===== src/rtl/smb_slv_pkg.sv =====
package smb_slv_pkg;
    localparam int ADDR_W = 7;
    localparam int BYTE_W = ADDR_W + 1;
    localparam int CNT_W  = $clog2(BYTE_W + 1);
    localparam logic [ADDR_W-3:0] CHAN_BASE  = 5'b10100;
    localparam logic [ADDR_W-1:0] ALERT_ADDR = 7'b0001100;

    typedef enum logic [2:0] {
        ST_IDLE, ST_ADDR, ST_ADDR_ACK, ST_WDATA, ST_WDATA_ACK, ST_WAIT_END, ST_RDATA
    } slv_state_e;

    typedef struct packed {
        logic start;
        logic stop;
        logic rise;
        logic fall;
    } line_evt_t;

    typedef struct packed {
        logic hit;
        logic is_alert;
        logic chan;
    } addr_hit_t;

    function automatic logic [ADDR_W-1:0] chan_addr(input logic sel, input logic chan);
        return {CHAN_BASE, sel, chan};
    endfunction
endpackage


===== src/rtl/smb_line_events.sv =====
module smb_line_events
    import smb_slv_pkg::*;
(
    input  logic      clk,
    input  logic      rst,
    input  logic      scl_i,
    input  logic      sda_i,
    output line_evt_t evt_o
);
    logic scl_q, sda_q;

    always_ff @(posedge clk) begin
        if (rst) begin
            scl_q <= 1'b1;
            sda_q <= 1'b1;
        end else begin
            scl_q <= scl_i;
            sda_q <= sda_i;
        end
    end

    always_comb begin
        evt_o.rise  = scl_i & ~scl_q;
        evt_o.fall  = ~scl_i & scl_q;
        evt_o.start = scl_i & scl_q & sda_q & ~sda_i;
        evt_o.stop  = scl_i & scl_q & ~sda_q & sda_i;
    end
endmodule


===== src/rtl/smb_addr_decode.sv =====
module smb_addr_decode
    import smb_slv_pkg::*;
(
    input  logic [BYTE_W-1:0] addr_byte_i,
    input  logic              sel_i,
    input  logic              alert_i,
    output addr_hit_t         hit_o
);
    logic [ADDR_W-1:0] a;
    logic              rd;
    logic              chan_hit, alert_hit;

    always_comb begin
        a         = addr_byte_i[BYTE_W-1:1];
        rd        = addr_byte_i[0];
        chan_hit  = (a[ADDR_W-1:1] == chan_addr(sel_i, 1'b0) >> 1);
        alert_hit = (a == ALERT_ADDR) & rd & alert_i;
        hit_o.hit      = chan_hit | alert_hit;
        hit_o.is_alert = alert_hit;
        hit_o.chan     = chan_hit & a[0];
    end
endmodule


===== src/rtl/smb_alert_slave.sv =====
module smb_alert_slave
    import smb_slv_pkg::*;
(
    input  logic              clk,
    input  logic              rst,
    input  logic              scl_i,
    input  logic              sda_i,
    input  logic              addr_sel_i,
    input  logic              alert_pend_i,
    input  logic [BYTE_W-1:0] rd_byte_i,
    output logic              sda_pull_o,
    output logic [BYTE_W-1:0] wr_byte_o,
    output logic              wr_chan_o,
    output logic              wr_commit_o
);
    localparam logic [CNT_W-1:0] FULL = CNT_W'(BYTE_W);

    line_evt_t         evt;
    addr_hit_t         hit;
    slv_state_e        state;
    logic [CNT_W-1:0]  cnt;
    logic [BYTE_W-1:0] shreg, txbyte;
    logic              rd_q, alert_q, chan_q;

    smb_line_events u_evt (
        .clk(clk), .rst(rst), .scl_i(scl_i), .sda_i(sda_i), .evt_o(evt)
    );

    smb_addr_decode u_dec (
        .addr_byte_i(shreg), .sel_i(addr_sel_i), .alert_i(alert_pend_i), .hit_o(hit)
    );

    always_ff @(posedge clk) begin
        if (rst) begin
            state       <= ST_IDLE;
            cnt         <= '0;
            shreg       <= '0;
            txbyte      <= '0;
            rd_q        <= 1'b0;
            alert_q     <= 1'b0;
            chan_q      <= 1'b0;
            sda_pull_o  <= 1'b0;
            wr_byte_o   <= '0;
            wr_chan_o   <= 1'b0;
            wr_commit_o <= 1'b0;
        end else begin
            wr_commit_o <= 1'b0;
            if (evt.start || evt.stop) begin
                if (state == ST_WAIT_END) begin
                    wr_commit_o <= 1'b1;
                    wr_byte_o   <= shreg;
                    wr_chan_o   <= chan_q;
                end
                sda_pull_o <= 1'b0;
                cnt        <= '0;
                state      <= evt.start ? ST_ADDR : ST_IDLE;
            end else begin
                case (state)
                    ST_ADDR, ST_WDATA: begin
                        if (evt.rise && cnt < FULL) begin
                            shreg <= {shreg[BYTE_W-2:0], sda_i};
                            cnt   <= cnt + CNT_W'(1);
                        end else if (evt.fall && cnt == FULL) begin
                            if (state == ST_WDATA) begin
                                sda_pull_o <= 1'b1;
                                state      <= ST_WDATA_ACK;
                            end else if (hit.hit) begin
                                sda_pull_o <= 1'b1;
                                rd_q       <= shreg[0];
                                alert_q    <= hit.is_alert;
                                chan_q     <= hit.chan;
                                txbyte     <= hit.is_alert ? {chan_addr(addr_sel_i, 1'b0), 1'b0}
                                                           : rd_byte_i;
                                state      <= ST_ADDR_ACK;
                            end else begin
                                state <= ST_IDLE;
                            end
                        end
                    end
                    ST_ADDR_ACK: begin
                        if (evt.fall) begin
                            cnt <= '0;
                            if (rd_q) begin
                                sda_pull_o <= ~txbyte[BYTE_W-1];
                                state      <= ST_RDATA;
                            end else begin
                                sda_pull_o <= 1'b0;
                                state      <= ST_WDATA;
                            end
                        end
                    end
                    ST_WDATA_ACK: begin
                        if (evt.fall) begin
                            sda_pull_o <= 1'b0;
                            state      <= ST_WAIT_END;
                        end
                    end
                    ST_RDATA: begin
                        if (evt.rise && cnt < FULL) begin
                            cnt <= cnt + CNT_W'(1);
                            if (alert_q && txbyte[BYTE_W-1] && !sda_i) begin
                                sda_pull_o <= 1'b0;
                                state      <= ST_IDLE;
                            end
                        end else if (evt.fall) begin
                            if (cnt == FULL) begin
                                sda_pull_o <= 1'b0;
                                state      <= ST_IDLE;
                            end else begin
                                txbyte     <= {txbyte[BYTE_W-2:0], 1'b0};
                                sda_pull_o <= ~txbyte[BYTE_W-2];
                            end
                        end
                    end
                    default: ;
                endcase
            end
        end
    end

    // the pull output only moves after a low clock sample
    assert_pull_scl_low_R11: assert property (@(posedge clk) disable iff (rst)
        (sda_pull_o != $past(sda_pull_o)) |-> !$past(scl_i));

    // commit is a single-cycle strobe
    assert_commit_pulse_R5: assert property (@(posedge clk) disable iff (rst)
        wr_commit_o |=> !wr_commit_o);

    // commit only follows a data edge under a high clock
    assert_commit_on_cond_R6: assert property (@(posedge clk) disable iff (rst)
        wr_commit_o |-> ($past(scl_i) && ($past(sda_i) != $past(sda_i, 2))));

    // an idle slave leaves the line alone
    assert_idle_quiet_R3: assert property (@(posedge clk) disable iff (rst)
        (state == ST_IDLE) |-> !sda_pull_o);

    // bit counter never passes a full byte
    assert_cnt_bound_R4: assert property (@(posedge clk) disable iff (rst)
        cnt <= FULL);

    // leaving a read byte always releases the line
    assert_read_exit_release_R10: assert property (@(posedge clk) disable iff (rst)
        ($past(state) == ST_RDATA && state == ST_IDLE) |-> !sda_pull_o);
endmodule


===== config.mk =====
export PLATFORM = sky130hd
export DESIGN_NAME = smb_alert_slave
export DESIGN_NICKNAME = d
export VERILOG_FILES = /design/src/rtl/smb_slv_pkg.sv /design/src/rtl/smb_line_events.sv /design/src/rtl/smb_addr_decode.sv /design/src/rtl/smb_alert_slave.sv
export SDC_FILE = /design/constraint.sdc
export NUM_CORES = 1
export LEC_CHECK = 0
export BUFFER_PORTS_ARGS = -buffer_cell sky130_fd_sc_hd__buf_2
export CORE_MARGIN = 2
export CORE_UTILIZATION = 55
export DETAILED_ROUTE_END_ITERATION = 8
export GPL_ROUTABILITY_DRIVEN = 0
export GPL_TIMING_DRIVEN = 0
export PLACE_DENSITY_LB_ADDON = 0.3
export SLEW_MARGIN = 20
export SYNTH_ARGS = -nofsm -noshare
export SYNTH_HDL_FRONTEND = slang
export SYNTH_SLANG_ARGS = --single-unit

===== constraint.sdc =====
create_clock -name clk -period 2.3 [get_ports clk]
set_input_delay 0 -clock clk [delete_from_list [all_inputs] [get_ports clk]]
set_output_delay 0 -clock clk [all_outputs]
set_load 0.005 [all_outputs]

==> results.json <==
{
  "met1_usage_pct": 30.3,
  "number_of_antenna_violations_at_the_first_check_in_global_routing": 0,
  "synth_edf_count": 0,
  "drive_above_1_share_pct": 18.6,
  "floorplan.io_pins": 25,
  "row_count": 21,
  "port-buffer-count": 23,
  "synth_mux_area_share_pct": 7.72,
  "cts.clk_slew.worst_paths_ns": 0.11,
  "die_w_um": 63.5,
  "cap_viol_max_count": 0,
  "max_stage_delay_ns": 0.52,
  "synthXorXnorAreaFrac_pct": 1.80,
  "critical-path-slowest-cell": "sky130_fd_sc_hd__a311oi_4",
  "first_iter_violations": 95,
  "yosys-top-cells-area": "sky130_fd_sc_hd__dfxtp_1 40%, sky130_fd_sc_hd__mux2i_1 7.7%, sky130_fd_sc_hd__nor2_1 6.8%, sky130_fd_sc_hd__nand2_1 4.8%, sky130_fd_sc_hd__a21oi_1 4.1%",
  "floorplan.initialDensity_pct": 57.8,
  "num_antenna_cells": 0,
  "drcViolationCount": 0,
  "hold_viol": 0,
  "syn_avg_cell_area_sq_um": 8.69,
  "synth_nets": 240,
  "tightestPinTransition_ns": 0.584,
  "grt_start_max_net_pins": 13,
  "worst-setup-path-type": "reg -> reg",
  "worst-endpoint-required_ns": 2.53,
  "synth-main-ff-cell": "sky130_fd_sc_hd__dfxtp_1",
  "drv_slew": 0,
  "synth_async_sr_flop_share_pct": 0,
  "post-synth-top-count-cell": "sky130_fd_sc_hd__dfxtp_1",
  "ys_seq_area_share_pct": 40.1,
  "adder_cell_share_of_the_synthesized_area_pct": 1.29,
  "grt_pass1_wl_um": 7250,
  "globalRouteOverflowTotal": 0,
  "synth_top_family_by_area": "simple AND/OR/NAND/NOR gates",
  "fin_nets": 278,
  "global_route.usage.met3_pct": 4.82,
  "cts.sinks": 39,
  "worst_slew_margin_rel_pct": 60.9,
  "cts_buffer_depth": 2,
  "finalSetupViolCount": 0,
  "mappedNetlistArea_sq_um": 1950,
  "critPathLaunchType": "register",
  "cts_tree": "done",
  "syn-instance-count": 224,
  "detailed_place_hpwl_um": 2950,
  "floorplan.core_area_sq_um": 3360,
  "grt_pass1_vias": 1585,
  "power_density_nw_per_um2": 656,
  "clock_latency_on_the_worst_skew_pair_ns": 0.35,
  "avgRoutedWirePerCell_um": 13.6,
  "cts-buffers-inserted": 5,
  "routed_wl_um": 4200,
  "vdd_ir_drop_max_uv": 367,
  "setup_tns_ns": 0,
  "fin_crit_sh_pct": 90.3,
  "final_period_minus_worst_setup_slack_ns": 2.08,
  "syn_to_final_growth_pct": 18.8,
  "placedInstanceArea_sq_um": 2120,
  "fin_area_sq_um": 2310,
  "synth-simple-area-share_pct": 27.7,
  "hp-class": "in -> reg",
  "groute.layer.met2.usage_pct": 37.5,
  "synth.distinct_cells": 53,
  "final.setup_skew_ns": 0.00371,
  "clock.fmax_ghz": 0.482,
  "detail_route.vias_per_cell": 5.50,
  "clk_root_buffer_cell": "sky130_fd_sc_hd__clkbuf_4",
  "die_area_sq_um": 4030,
  "drt-pass1-iter-count": 4,
  "grt_busiest_layer": "met2",
  "grtUsageTotal_pct": 23.1,
  "synth-compound-area-share_pct": 17.2,
  "path_cells": "nor4b_1, nand3_1, a311oi_4, buf_6, mux2i_1, nor2_1",
  "timing.critical_path.to_type": "register",
  "yosysTopAreaCellShare_pct": 40.1,
  "crit_path_max_fanout": 10,
  "cts-htree-levels": 2,
  "yosys_warnings": 0,
  "cell_type_with_the_largest_total_area_after_synthesis": "sky130_fd_sc_hd__dfxtp_1",
  "arrival_ns": 2.31,
  "num_vias": 1700,
  "status": "finished clean",
  "route.antenna.remaining_nets": 0,
  "leakage_nw": 0.873,
  "fp.dieH_um": 63.5,
  "yosys_register_bits": 39,
  "synth_common_cells": "39 x sky130_fd_sc_hd__dfxtp_1, 35 x sky130_fd_sc_hd__nor2_1, 25 x sky130_fd_sc_hd__nand2_1",
  "unrepaired_setup_endpoints_after_global_routing": "false"
}
sequential cells by signal, indices dropped and copies added (netlist names):
signal	count
u_evt.scl_q	1
wr_commit_o	1
txbyte	8
shreg	8
chan_q	1
state	3
u_evt.sda_q	1
alert_q	1
cnt	4
wr_byte_o	8
rd_q	1
sda_pull_o	1
wr_chan_o	1
cell usage in the layout (no fill, tap or decap), drive strengths merged, types with 2 or more instances in the layout:
cell,instances
buf,30
bufinv,2
o31ai,2
mux2i,15
dlygate4sd3,8
o22ai,2
nor3b,5
nand2b,7
a211oi,3
clkbuf,12
dfxtp,39
a311oi,6
a21oi,17
inv,4
a31oi,2
o21bai,2
and3b,2
nand2,25
xnor2,4
nand3,7
ha,2
nor2b,4
o21ai,2
a41oi,2
nor2,35
or2,3
kinds of logic after synthesis:
group	after synthesis
AND/OR/NAND/NOR	103
AO/OA/AOI/OAI	44
flip-flops	39
buffers and inverters	17
multiplexers	15
XOR/XNOR	4
adder cells (fa/ha/maj)	2
path summary, 6_finish.rpt:
kind | slack (ns) | from | depth (start not counted) | end
max | 0.22 | shreg[3] | 6 | txbyte[7]
min | 0.08 | rd_byte_i[5] | 5 | txbyte[5]
max reg2reg | 0.22 | shreg[3] | 6 | txbyte[7]
min reg2reg | 0.48 | txbyte[0] | 2 | txbyte[0]
critical path, delay by kind of cell, from the launching register on:
family | cells | cell delay, ns
simple gates | 3 | 0.67
flops | 1 | 0.36
mux | 1 | 0.20
compound gates | 1 | 0.52
buf+inv | 1 | 0.21
per-stage QoR:
| step | instances | total power [W] | util (%) | setup WS, ns | hold WS (ns) |
|---|---|---|---|---|---|
| floorplan | 224 | 0.000906 | - | 0.481 | 0.107 |
| global placement | 293 | 0.000956 | 63.0 | 0.178 | 0.261 |
| detailed placement | 293 | 0.000959 | 63.0 | 0.186 | 0.266 |
| CTS | 309 | 0.00153 | 68.4 | 0.156 | 0.0755 |
| global route | 309 | 0.00159 | 68.7 | 0.0348 | 0.134 |
| finish | 309 | 0.00152 | 68.7 | 0.224 | 0.0821 |
final cells by class:
cell class / count / area [sq um]
Clock buffer: 6 / 41.3
Multi-Input combinational cell: 168 / 1090
Inverter: 4 / 15.0
Timing Repair Buffer: 31 / 195
Clock inverter: 2 / 60.1
Fill cell: 288 / 1050
Buffer: 13 / 66.3
Sequential cell: 39 / 781
Tap cell: 46 / 57.6
report_power, final:
group	total, W	internal, W	switching [W]
clock	0.000558	0.000339	0.000219
sequential	0.000704	0.000692	0.0000126
combinational	0.000254	0.000111	0.000143
routing by layer:
layer | up-vias | wire, um
met5 | - | 0
met4 | 0 | 60
met3 | 7 | 185
met2 | 45 | 1930
met1 | 785 | 2030
li1 | 863 | -
what timing repair did:
item,in CTS,in global routing
hold buffers,8,0
gates resized for setup,0,1
buffers inserted,0,0
endpoints found under the setup margin,0,4
endpoints found under the hold margin,9,0
Note: power is estimated with default switching activity, not from simulation.
